## config.mk

```make
export PLATFORM = sky130hd
export DESIGN_NAME = uart_fifo_ctrl
export DESIGN_NICKNAME = d
export VERILOG_FILES = /design/src/rtl/uart_fcr_pkg.sv /design/src/rtl/ufc_rst_sync.sv /design/src/rtl/ufc_cfg_reg.sv /design/src/rtl/ufc_fifo.sv /design/src/rtl/ufc_ready.sv /design/src/rtl/uart_fifo_ctrl.sv
export SDC_FILE = /design/constraint.sdc
export NUM_CORES = 1
export LEC_CHECK = 0
export CORE_MARGIN = 2
export CORE_UTILIZATION = 51
export DETAILED_ROUTE_END_ITERATION = 10
export MAX_ROUTING_LAYER = met4
export PLACE_DENSITY = 0.69
export SLEW_MARGIN = 10
export SYNTH_ARGS = -nofsm -noshare
export SYNTH_HDL_FRONTEND = slang
export SYNTH_HIERARCHICAL = 1
export SYNTH_SLANG_ARGS = --single-unit
```

## constraint.sdc

```tcl
create_clock -name clk -period 3.3 [get_ports clk]
set_input_delay 0.66 -clock clk [delete_from_list [all_inputs] [get_ports clk]]
set_output_delay 0.66 -clock clk [all_outputs]
set_load 0.01 [all_outputs]
```

## src/rtl/uart_fcr_pkg.sv

```systemverilog
package uart_fcr_pkg;

  localparam int FCR_W       = 8;
  localparam int BIT_ON      = 0;
  localparam int BIT_RXFLUSH = 1;
  localparam int BIT_TXFLUSH = 2;
  localparam int BIT_DMA     = 3;
  localparam int TRIG_LO     = 6;

  typedef enum logic [1:0] {
    TRIG_ONE  = 2'b00,
    TRIG_QTR  = 2'b01,
    TRIG_HALF = 2'b10,
    TRIG_NEAR = 2'b11
  } trig_sel_e;

  typedef struct packed {
    logic      on;
    logic      dma;
    trig_sel_e trig;
  } fcr_cfg_t;

  // Trigger occupancy as a fraction of the queue depth.
  function automatic int unsigned trig_level(trig_sel_e t, int unsigned depth);
    case (t)
      TRIG_ONE:  return 1;
      TRIG_QTR:  return depth / 4;
      TRIG_HALF: return depth / 2;
      default:   return depth - 2;
    endcase
  endfunction

endpackage

```

## src/rtl/ufc_rst_sync.sv

```systemverilog
module ufc_rst_sync (
  input  logic clk,
  input  logic rst_n,
  output logic rst_n_sync
);

  logic [1:0] sync_q;

  always_ff @(posedge clk or negedge rst_n) begin
    if (!rst_n) sync_q <= 2'b00;
    else        sync_q <= {sync_q[0], 1'b1};
  end

  assign rst_n_sync = sync_q[1];

endmodule

```

## src/rtl/ufc_cfg_reg.sv

```systemverilog
module ufc_cfg_reg
  import uart_fcr_pkg::*;
(
  input  logic             clk,
  input  logic             rst_n,
  input  logic             we,
  input  logic [FCR_W-1:0] wdata,
  output fcr_cfg_t         cfg,
  output logic             rx_flush,
  output logic             tx_flush
);

  fcr_cfg_t cfg_q, cfg_d;
  logic     unused_rsvd;

  assign unused_rsvd = ^wdata[5:4];

  always_comb begin
    cfg_d = cfg_q;
    if (we) begin
      cfg_d.on = wdata[BIT_ON];
      if (wdata[BIT_ON]) begin
        cfg_d.dma  = wdata[BIT_DMA];
        cfg_d.trig = trig_sel_e'(wdata[TRIG_LO+1:TRIG_LO]);
      end
    end
  end

  always_ff @(posedge clk or negedge rst_n) begin
    if (!rst_n) cfg_q <= '{on: 1'b0, dma: 1'b0, trig: TRIG_ONE};
    else if (we) cfg_q <= cfg_d;
  end

  // Flush strobes exist only during the write cycle: self-clearing.
  assign rx_flush = we & wdata[BIT_ON] & wdata[BIT_RXFLUSH];
  assign tx_flush = we & wdata[BIT_ON] & wdata[BIT_TXFLUSH];
  assign cfg      = cfg_q;

endmodule

```

## src/rtl/ufc_fifo.sv

```systemverilog
module ufc_fifo #(
  parameter int DW    = 8,
  parameter int DEPTH = 16
) (
  input  logic                       clk,
  input  logic                       rst_n,
  input  logic                       deep,
  input  logic                       flush,
  input  logic                       push,
  input  logic [DW-1:0]              wdata,
  input  logic                       pop,
  output logic [DW-1:0]              rdata,
  output logic [$clog2(DEPTH+1)-1:0] count,
  output logic                       full,
  output logic                       overrun
);

  localparam int AW = (DEPTH > 1) ? $clog2(DEPTH) : 1;
  localparam int CW = $clog2(DEPTH + 1);

  logic [DW-1:0] mem [DEPTH];
  logic [AW-1:0] wptr_q, wptr_d, rptr_q, rptr_d;
  logic [CW-1:0] cnt_q, cnt_d, cap;
  logic [DW-1:0] rdata_q, rdata_d;
  logic          ovf_q, ovf_d;
  logic          room, do_push, do_pop;

  function automatic logic [AW-1:0] ptr_next(logic [AW-1:0] p);
    return (p == AW'(DEPTH - 1)) ? '0 : p + AW'(1);
  endfunction

  always_comb begin
    cap     = deep ? CW'(DEPTH) : CW'(1);
    room    = cnt_q < cap;
    do_pop  = pop && (cnt_q != '0) && !flush;
    do_push = push && !flush && (room || (do_pop && cnt_q == cap));
    wptr_d  = wptr_q;
    rptr_d  = rptr_q;
    cnt_d   = cnt_q;
    rdata_d = rdata_q;
    ovf_d   = ovf_q;
    if (flush) begin
      wptr_d = '0;
      rptr_d = '0;
      cnt_d  = '0;
      ovf_d  = 1'b0;
    end else begin
      if (do_push) wptr_d = ptr_next(wptr_q);
      if (do_pop) begin
        rptr_d  = ptr_next(rptr_q);
        rdata_d = mem[rptr_q];
      end
      case ({do_push, do_pop})
        2'b10:   cnt_d = cnt_q + CW'(1);
        2'b01:   cnt_d = cnt_q - CW'(1);
        default: cnt_d = cnt_q;
      endcase
      if (push && !do_push) ovf_d = 1'b1;
    end
  end

  always_ff @(posedge clk or negedge rst_n) begin
    if (!rst_n) begin
      wptr_q  <= '0;
      rptr_q  <= '0;
      cnt_q   <= '0;
      rdata_q <= '0;
      ovf_q   <= 1'b0;
    end else begin
      wptr_q  <= wptr_d;
      rptr_q  <= rptr_d;
      cnt_q   <= cnt_d;
      rdata_q <= rdata_d;
      ovf_q   <= ovf_d;
    end
  end

  always_ff @(posedge clk) begin
    if (do_push) mem[wptr_q] <= wdata;
  end

  assign rdata   = rdata_q;
  assign count   = cnt_q;
  assign full    = !room;
  assign overrun = ovf_q;

endmodule

```

## src/rtl/ufc_ready.sv

```systemverilog
module ufc_ready
  import uart_fcr_pkg::*;
#(
  parameter int DEPTH = 16
) (
  input  fcr_cfg_t                   cfg,
  input  logic [$clog2(DEPTH+1)-1:0] rx_count,
  input  logic [$clog2(DEPTH+1)-1:0] tx_count,
  input  logic                       tx_full,
  output logic                       rx_trig_irq,
  output logic                       rxrdy_n,
  output logic                       txrdy_n
);

  localparam int CW = $clog2(DEPTH + 1);

  logic [CW-1:0] level;
  logic          at_trig;

  always_comb begin
    level   = cfg.on ? CW'(trig_level(cfg.trig, DEPTH)) : CW'(1);
    at_trig = rx_count >= level;
    rx_trig_irq = at_trig;
    if (cfg.dma) begin
      rxrdy_n = !at_trig;
      txrdy_n = tx_full;
    end else begin
      rxrdy_n = (rx_count == '0);
      txrdy_n = (tx_count != '0);
    end
  end

endmodule

```

## src/rtl/uart_fifo_ctrl.sv

```systemverilog
module uart_fifo_ctrl
  import uart_fcr_pkg::*;
#(
  parameter int DW    = 8,
  parameter int DEPTH = 16
) (
  input  logic                       clk,
  input  logic                       rst_n,
  input  logic                       cfg_we,
  input  logic [7:0]                 cfg_wdata,
  input  logic                       tx_push,
  input  logic [DW-1:0]              tx_wdata,
  input  logic                       tx_pop,
  output logic [DW-1:0]              tx_rdata,
  output logic [$clog2(DEPTH+1)-1:0] tx_count,
  output logic                       tx_overrun,
  input  logic                       rx_push,
  input  logic [DW-1:0]              rx_wdata,
  input  logic                       rx_pop,
  output logic [DW-1:0]              rx_rdata,
  output logic [$clog2(DEPTH+1)-1:0] rx_count,
  output logic                       rx_overrun,
  output logic                       fifo_on,
  output logic                       rx_trig_irq,
  output logic                       txrdy_n,
  output logic                       rxrdy_n
);

  fcr_cfg_t cfg;
  logic     rst_n_int, rx_flush, tx_flush, tx_full, rx_full_unused;

  ufc_rst_sync rst_i (
    .clk        (clk),
    .rst_n      (rst_n),
    .rst_n_sync (rst_n_int)
  );

  ufc_cfg_reg reg_i (
    .clk      (clk),
    .rst_n    (rst_n_int),
    .we       (cfg_we),
    .wdata    (cfg_wdata),
    .cfg      (cfg),
    .rx_flush (rx_flush),
    .tx_flush (tx_flush)
  );

  ufc_fifo #(.DW(DW), .DEPTH(DEPTH)) tx_q_i (
    .clk     (clk),
    .rst_n   (rst_n_int),
    .deep    (cfg.on),
    .flush   (tx_flush),
    .push    (tx_push),
    .wdata   (tx_wdata),
    .pop     (tx_pop),
    .rdata   (tx_rdata),
    .count   (tx_count),
    .full    (tx_full),
    .overrun (tx_overrun)
  );

  ufc_fifo #(.DW(DW), .DEPTH(DEPTH)) rx_q_i (
    .clk     (clk),
    .rst_n   (rst_n_int),
    .deep    (cfg.on),
    .flush   (rx_flush),
    .push    (rx_push),
    .wdata   (rx_wdata),
    .pop     (rx_pop),
    .rdata   (rx_rdata),
    .count   (rx_count),
    .full    (rx_full_unused),
    .overrun (rx_overrun)
  );

  ufc_ready #(.DEPTH(DEPTH)) rdy_i (
    .cfg         (cfg),
    .rx_count    (rx_count),
    .tx_count    (tx_count),
    .tx_full     (tx_full),
    .rx_trig_irq (rx_trig_irq),
    .rxrdy_n     (rxrdy_n),
    .txrdy_n     (txrdy_n)
  );

  assign fifo_on = cfg.on;

endmodule

```

* Yosys cells after proc, flatten, opt, wreduce, memory -nomap -nowiden *
Memories as Yosys holds them, arrays and structs flattened. A register that Yosys moved wholly into a read port is not among the register bits.
Index checks and enable logic that the tools add are counted.

storage, ports and cells
  register bits = 34
  bits in writable memories = 256
  input port bits = 31
  output and inout bits = 32
  word-level logic and storage cells = 108
  memories = 2

memory list
  name        words  width  read ports  clocked after Yosys merged registers in  wr ports  RTL line        source
  rx_q_i.mem  16     8      1           1                                        1         ufc_fifo.sv:21  logic [DW-1:0] mem [DEPTH];
  tx_q_i.mem  16     8      1           1                                        1         ufc_fifo.sv:21

cells by class
  $add $sub $neg = 8
  $lt $le $gt $ge = 3
  equality and inequality tests = 12
  multiplexer cells = 29
  bitwise gates (word level) = 5
  reductions and logical operators = 37

operators with widths
  kind                                               number
  two-way mux 4 bit                                  13
  one-hot mux 5 bit (2 select lines)                 2
  adder 4 x 1 -> 4 bit (second input constant)       4
  == test 4 bit (second input constant)              4
  two-way mux 5 bit                                  3
  logical AND 1 bit                                  12
  one-hot mux 4 bit (3 select lines)                 1
  nonzero test 2 bit                                 6
  adder 5 x 1 -> 5 bit (second input constant)       2
  == test 5 bit                                      2
  less-than comparator 5 bit                         2
  two-way mux 1 bit                                  10
  nonzero test 5 bit                                 2
  subtractor 5 x 1 -> 5 bit (second input constant)  2
  logical NOT 1 bit                                  8
  == test 2 x 1 -> 1 bit (second input constant)     3
  == test 2 bit (second input constant)              3
  AND reduction 2 bit                                3
  nonzero test 3 bit                                 2
  >= comparator 5 bit                                1
  logical NOT 5 bit                                  1
  AND 1 bit                                          3
  logical NOT 2 bit                                  1
  logical OR 1 bit                                   2
  inverter 1 bit                                     2

* Logic depth before layout (Yosys ltp) *
Gate-level depths: netlist of run 1.

  word-level depth = 11
  gate-level depth with buffers = 14
  mapped depth without buffers = 13

* By module *
Netlist of run 1, hierarchy kept.

by module, submodules not included
  module              times used  cells each  area an instance (µm²)  seq. area each (µm²)
  ufc_fifo at rx_q_i  1           347         6284.8                  4394.2
  ufc_fifo at tx_q_i  1           355         6238.5                  4394.2
  ufc_cfg_reg         1           12          175.2                   100.1
  ufc_ready           1           21          158.9                   0.0
  ufc_rst_sync        1           3           53.8                    50.0

* Least setup slack after synthesis of run 1 *
Ideal clock, no wire load.

  kind = register to register
  from = reg rx_q_i.cnt_q[0], in the netlist rx_q_i/count[0]
  to = reg rx_q_i.cnt_q[4], in the netlist rx_q_i/count[4]
  library setup time = 0.120 ns
  arrival = 2.951 ns
  data required time = 3.180 ns
  setup slack = 0.228 ns
  cell stages (with the launch flop) = 15
  path buffers = 1
  clock period less this slack = 3.072 ns
  cell sequence = dfrtp_1 buf_2 inv_1 ha_1 or4b_4 a21oi_4 o21ai_2 nand2_1 inv_1 ha_1 nor2b_1 o21ai_0 nor2b_1 a221oi_1 o211a_1

on the way
  cells in the longest elaborated chain, start to end = 9
  elaborated cells between the ends (all ways) = 15
  those cells by class = add/sub (2); order compare (1); eq/ne (3); mux (2); reduce/logical (7)

ends and longest elaborated chain
  element                                                                             RTL line        source
  from (decl)                                                                         ufc_fifo.sv:23  logic [CW-1:0] cnt_q, cnt_d, cap;
  from (signal assigned)                                                              ufc_fifo.sv:72  cnt_q <= cnt_d;
  parallel branches: the longest is 9 deep, another holds less-than comparator 5 bit  n/a

Parallel ways; which one is timed is not known.
A chain may end at the register's enable or synchronous reset.

* Final worst setup path of run 1 *
  from = reg reg_i.cfg_q (netlist bit reg_i/cfg[3])
  to = out rx_trig_irq

on the way
  cells in the longest elaborated chain, start to end = 2

ends and longest elaborated chain
  element                 RTL line              source
  from (decl)             ufc_cfg_reg.sv:13     fcr_cfg_t cfg_q, cfg_d;
  from (signal assigned)  ufc_cfg_reg.sv:30     if (!rst_n) cfg_q <= '{on: 1'b0, dma: 1'b0, trig: TRIG_ONE};
  from (signal assigned)  ufc_cfg_reg.sv:31     else if (we) cfg_q <= cfg_d;
  two-way mux 4 bit       ufc_ready.sv:21       level = cfg.on ? CW'(trig_level(cfg.trig, DEPTH)) : CW'(1);
  >= comparator 5 bit     ufc_ready.sv:22       at_trig = rx_count >= level;
  to (decl)               uart_fifo_ctrl.sv:24  output logic rx_trig_irq,

No other way between the ends.

==> out/metrics.yaml, run 1 <==
run_status:
  status: "finished, final reports clean"
synth:
  avgSynthCellArea_um2: 17.5
  yosysWarnings: 6
  syn-cell-area_mm2: 0.0129
  syn-num-nets: 794
  postSynthCellCount: 737
detailed_routing:
  drt-pass1-iter-count: 5
  dr.first_iter.drc_count: 519
  wl_per_cell_um: 22.0
  avgViaCountPerCell: 5.94
  ant_nets: 0
  remaining_drc_errors: 0
  wl_um: 26200
  vias: 7099
setup_path:
  path_class: "flip-flop to primary output"
  critPathSlowestCell: "clkdlybuf4s50_1"
  critPathCaptureType: "primary output"
  arrival_ns: 2.46
  cp_max_fo: 8
  path_delay_family: "compound AO/OA/AOI/OAI gates"
  crit_cells: 6
  worstPathRequired_ns: 2.64
  startpoint_type: "flip-flop"
  critPathMaxStageDelay_ns: 0.51
  reg2regPathDepth: 11
  crit_buf_inv: 1
  crit_chain: "nand2_1 > ha_1 > a21o_1 > a211oi_1 > o21ai_1 > clkdlybuf4s50_1"
power:
  sw_frac_of_total_pct: 30.2
  cellPowerDensity_mw_per_mm2: 805
  p_leak_uw: 0.00523
  power_frac_clock_pct: 28.2
  internal_power_uw: 8500
  max-vdd-ir-drop_v: 0.000465
  switchingPower_uw: 3680
  seqPwrFrac_pct: 40.9
  pwr-share-comb_pct: 31.0
global_route:
  grt_pass1_wl_um: 41100
  grt_pass1_vias: 7408
  antenna_found_initial: 0
  overflow: 0
  track_usage_pct: 20.7
  grt_max_degree: 37
layout:
  fin_cells: 1195
  final_nets: 897
  drive_above_1_share_pct: 21.0
  area.growth.synth_to_final_pct: 17.3
  diodes: 0
  num-fill-cells: 1823
floorplan:
  fp.dieW_um: 163
  die_h_um: 163
  ios: 63
  coreArea_mm2: 0.0250
  initial_core_util_pct: 51.6
  fp-row-count: 58
  die_area_mm2: 0.0266
clock_tree:
  cts_sinks: 306
  hold_buffers: 0
  cts_htree_levels: 1
  clkLatencyLatePin_ns: 0.55
  cts_buffer_depth: 3
  cts_tree: "built"
  cts-buffers-inserted: 31
  cts-root-buf: "clkbuf_16"
  cts.clk_slew.worst_paths_ns: 0.06
sta:
  period_share_pct: 94.6
  fmax_mhz: 320
  setup_violations: 0
  slew_headroom_pct: 19.7
  whs_ns: 0.275
  setup_tns_ns: 0
  worstMarginPinSlew_ns: 1.20
  finalClockSkew_ns: 0.0128
  hold_viol: 0
  rsz0062_at_grt: "false"
  slew_viol_final: 0
  period_minus_slack_ns: 3.12
  fin_ws_ns: 0.179
hold_path:
  hp-class: "primary input to asynchronous set/reset pin"
placed_design:
  place_inst: 1135
  gp_congestion: 0.848
  portBuffers: 60
  place_ws_ns: 0.0725
  hpwlAfterDp_um: 17000
flow_run:
  cap_violations: 0
## cell usage in the layout, fill, tap and decap left out, drive strengths merged, types with 3 or more instances in the layout
master	n
a211o	3
a21o	6
a21oi	19
a311oi	3
and2	10
and3	8
and4	4
buf	41
bufinv	3
clkbuf	40
clkdlybuf4s50	59
clkinv	11
dfrtp	50
edfxtp	256
ha	24
inv	22
mux2	4
mux2i	33
mux4	64
nand2	50
nand2b	3
nand3	11
nor2	30
nor2b	7
nor3	14
nor3b	4
o211ai	3
o21ai	19
o221ai	16
or3	7
xnor2	4
xor2	4
## power groups by stage
stage                     clock [µW]  sequential, µW  combinational (µW)
after detailed placement           0            5060                3740
after global placement             0            5020                3580
after floorplan                    0            4950                2530
after global routing            3650            5030                4080
final                           3430            4980                3770
after CTS                       3500            4980                3750
## path summary, 6_finish.rpt
kind                                  from                to  slack [ns]
max                           reg_i/cfg[3]       rx_trig_irq        0.18
min reg2reg                rst_i/sync_q[1]   rx_q_i/count[4]        0.35
max in group asynchronous  rst_i/sync_q[1]  tx_q_i/rptr_q[0]        2.18
max reg2reg                rx_q_i/count[3]   rx_q_i/count[4]        0.28
min                                  rst_n   rst_i/sync_q[0]        0.27
min in group clk           rst_i/sync_q[0]   rst_i/sync_q[1]        0.35
## through the flow
stage	power (µW)	util, %	instance area (µm²)
2_1_floorplan	7480	-	12900
3_3_place_gp	8600	56.3	14100
3_5_place_dp	8800	56.3	14100
4_1_cts	12200	60.4	15100
5_1_grt	12800	60.5	15100
6_report	12200	60.5	15100
## repair_timing
item,4_1_cts,5_1_grt
endpoints found under the setup margin,1,1
buffers inserted,0,2
pin swaps,0,1
resized for setup,3,0
## area by class of cell
| type | instances | area [µm²] | share of cell area (%) |
|---|---|---|---|
| clock buffer | 40 | 840 | 5.55 |
| clock inverter | 18 | 178 | 1.17 |
| inverter | 20 | 75.1 | 0.496 |
| multi-input combinational | 380 | 3760 | 24.8 |
| sequential | 306 | 8940 | 59.1 |
| tap | 330 | 413 | 2.73 |
| timing repair buffer | 101 | 932 | 6.16 |
## metal layers
metal | vias up | GRT usage, % | wire length [µm]
li1 | 3150 | - | -
met1 | 3676 | 28.4 | 11600
met2 | 238 | 33.6 | 12900
met3 | 35 | 3.05 | 1330
met4 | 0 | 4.34 | 375
met5 | - | - | 0
## registers in the layout (all words and copies together) (netlist names), 2 cells and up
signal / cells
tx_q_i/mem: 128
tx_q_i/rdata: 8
rx_q_i/wptr_q: 4
reg_i/cfg: 4
tx_q_i/count: 5
rst_i/sync_q: 2
rx_q_i/rdata: 8
rx_q_i/rptr_q: 4
tx_q_i/wptr_q: 4
rx_q_i/count: 5
tx_q_i/rptr_q: 4
rx_q_i/mem: 128
No activity file was read; power rests on OpenSTA's default activity.
==> run 2, diff against run 1 <==
--- a/config.mk
+++ b/config.mk
@@ -5,6 +5,7 @@
 export SDC_FILE = /design/constraint.sdc
 export NUM_CORES = 1
 export LEC_CHECK = 0
+export ABC_CLOCK_PERIOD_IN_PS = 3300
 export CORE_MARGIN = 2
 export CORE_UTILIZATION = 51
 export DETAILED_ROUTE_END_ITERATION = 10
==> results of run 2 <==
No change in the layout: final DEF, timing and power equal those of run 1.
==> run 3, diff against run 2 <==
--- a/config.mk
+++ b/config.mk
@@ -6,11 +6,11 @@
 export NUM_CORES = 1
 export LEC_CHECK = 0
 export ABC_CLOCK_PERIOD_IN_PS = 3300
-export CORE_MARGIN = 2
 export CORE_UTILIZATION = 51
 export DETAILED_ROUTE_END_ITERATION = 10
 export MAX_ROUTING_LAYER = met4
 export PLACE_DENSITY = 0.69
+export SETUP_SLACK_MARGIN = 0.15
 export SLEW_MARGIN = 10
 export SYNTH_ARGS = -nofsm -noshare
 export SYNTH_HDL_FRONTEND = slang
==> run 3 against run 2 <==
  * Design area about the same
  * Power decreased by 1.8%
  * Die area decreased by 2.4%
  * Clock power decreased by 5%
  * Flip-flop and latch count unchanged
  * Sequential power about the same
  * Worst setup slack improved by 0.028 ns
  * Critical path depth increased by 7
  * Register-to-register slack got worse by 0.07 ns
  * Critical endpoint is now rx_q_i/count[4]
  * Largest cell class unchanged
==> out/metrics.yaml, run 3 (same netlist as run 1, synthesis figures left out) <==
clock_tree:
  cts-buffers-inserted: 31
  clkLatencyLatePin_ns: 0.54
  cts-root-buf: "clkbuf_16"
  cts_tree: "built"
  cts_sinks: 306
  cts_htree_levels: 1
  cts_buffer_depth: 3
  cts.clk_slew.worst_paths_ns: 0.06
power:
  max-vdd-ir-drop_v: 0.000505
  seqPwrFrac_pct: 41.8
  internal_power_uw: 8360
  p_leak_uw: 0.00524
  switchingPower_uw: 3610
  power_frac_clock_pct: 27.3
  cellPowerDensity_mw_per_mm2: 791
  sw_frac_of_total_pct: 30.1
  pwr-share-comb_pct: 30.9
detailed_routing:
  wl_per_cell_um: 21.7
  avgViaCountPerCell: 5.84
  vias: 6972
  wl_um: 25800
  dr.first_iter.drc_count: 525
  ant_nets: 0
  drt-pass1-iter-count: 5
  remaining_drc_errors: 0
setup_path:
  worstPathRequired_ns: 3.73
  cp_max_fo: 8
  critPathCaptureType: "flip-flop"
  arrival_ns: 3.52
  path_class: "flip-flop to flip-flop"
  startpoint_type: "flip-flop"
sta:
  finalClockSkew_ns: 0.00679
  slew_headroom_pct: 22.3
  setup_violations: 0
  rsz0062_at_grt: "true"
  slew_viol_final: 0
  period_share_pct: 93.8
  worstMarginPinSlew_ns: 1.17
  fmax_mhz: 323
  fin_ws_ns: 0.206
  setup_tns_ns: 0
  hold_viol: 0
  period_minus_slack_ns: 3.09
placed_design:
  place_ws_ns: 0.0103
  gp_congestion: 0.824
  hpwlAfterDp_um: 17100
  portBuffers: 60
  place_inst: 1132
layout:
  area.growth.synth_to_final_pct: 17.2
  postLayoutCoreUtil_pct: 61.5
  final_nets: 903
  final_cell_mix: "edfxtp_1, mux4_2, clkdlybuf4s50_1"
  fin_cells: 1193
  diodes: 0
  layout_commonest_cell: "edfxtp_1"
  num-fill-cells: 1770
  drive_above_1_share_pct: 21.4
  top_regs: "rx_q_i/mem: 128 flops, tx_q_i/mem: 128 flops"
global_route:
  overflow: 0
  track_usage_pct: 21.4
  grt_pass1_vias: 7446
  antenna_found_initial: 0
  grt_pass1_wl_um: 41300
  grt_max_degree: 40
run_status:
  status: "finished, final reports clean"
flow_run:
  cap_violations: 0
floorplan:
  coreArea_mm2: 0.0246
  initial_core_util_pct: 52.5
  fp.dieW_um: 161
  ios: 63
  die_area_mm2: 0.0259
  die_h_um: 161
  fp-row-count: 57
hold_path:
  hp-class: "primary input to asynchronous set/reset pin"
==> run 3: layout make-up <==
| class | instances | area, µm² | share of cell area, % |
|---|---|---|---|
| Clock buffer | 45 | 910 | 6.01 |
| Clock inverter | 11 | 57.6 | 0.381 |
| Inverter | 20 | 75.1 | 0.496 |
| Multi-Input combinational cell | 380 | 3760 | 24.9 |
| Sequential cell | 306 | 8950 | 59.1 |
| Tap cell | 324 | 405 | 2.68 |
| Timing Repair Buffer | 107 | 967 | 6.39 |
==> run 3: path summary, 6_finish.rpt <==
check | start | endpoint | slack (ns) | cells past startpoint
max reg2reg | reg_i/cfg[3] | rx_q_i/count[4] | 0.21 | 13
min in group clk | rst_i/sync_q[0] | rst_i/sync_q[1] | 0.35 | 0
min | rst_n | rst_i/sync_q[0] | 0.27 | 1
max | reg_i/cfg[3] | rx_q_i/count[4] | 0.21 | 13
max in group asynchronous | rst_i/sync_q[1] | rx_q_i/rdata[5] | 2.17 | 1
min reg2reg | rst_i/sync_q[0] | rst_i/sync_q[1] | 0.35 | 0
==> run 3: power by group through the flow <==
stage	sequential, µW	clock (µW)	combinational, µW
2_1_floorplan	4950	0	2530
3_3_place_gp	5050	0	3540
3_5_place_dp	5080	0	3670
4_1_cts	5010	3340	3700
5_1_grt	5060	3480	4020
6_report	5000	3270	3700
==> run 3: worst max-delay path: stages, from the launching register on <==
cell and delay, ns:
dfrtp_2 0.45, inv_1 0.10, ha_1 0.16, or4b_4 0.48
a21oi_4 0.20, o21ai_2 0.10, nand2_1 0.10, inv_1 0.08
ha_1 0.32, nor2b_1 0.14, o21ai_0 0.24, nor2b_2 0.26
a221oi_2 0.10, o211a_1 0.24
==> run 3: routing by layer <==
metal  track usage, %  wire length (µm)  up-vias
met5                -                 0        -
met4             5.23               574        0
met3             2.41              1050       44
met2             37.4             13600      168
met1             26.7             10600     3605
li1                 -                 -     3155
==> run 3: metrics by stage <==
step / power, µW / hold slack (ns) / cell area [µm²]
floorplan: 7480 / 0.331 / 12900
global placement: 8590 / 0.336 / 14100
detailed placement: 8750 / 0.340 / 14100
CTS: 12000 / 0.255 / 15100
global route: 12600 / 0.261 / 15100
finish: 12000 / 0.274 / 15100
==> run 3: timing repair <==
action | 4_1_cts | 5_1_grt
resized for setup | 5 | 2
pin swaps | 0 | 2
setup endpoints to repair | 3 | 6
hold buffers | 0 | 0
setup buffers | 0 | 5
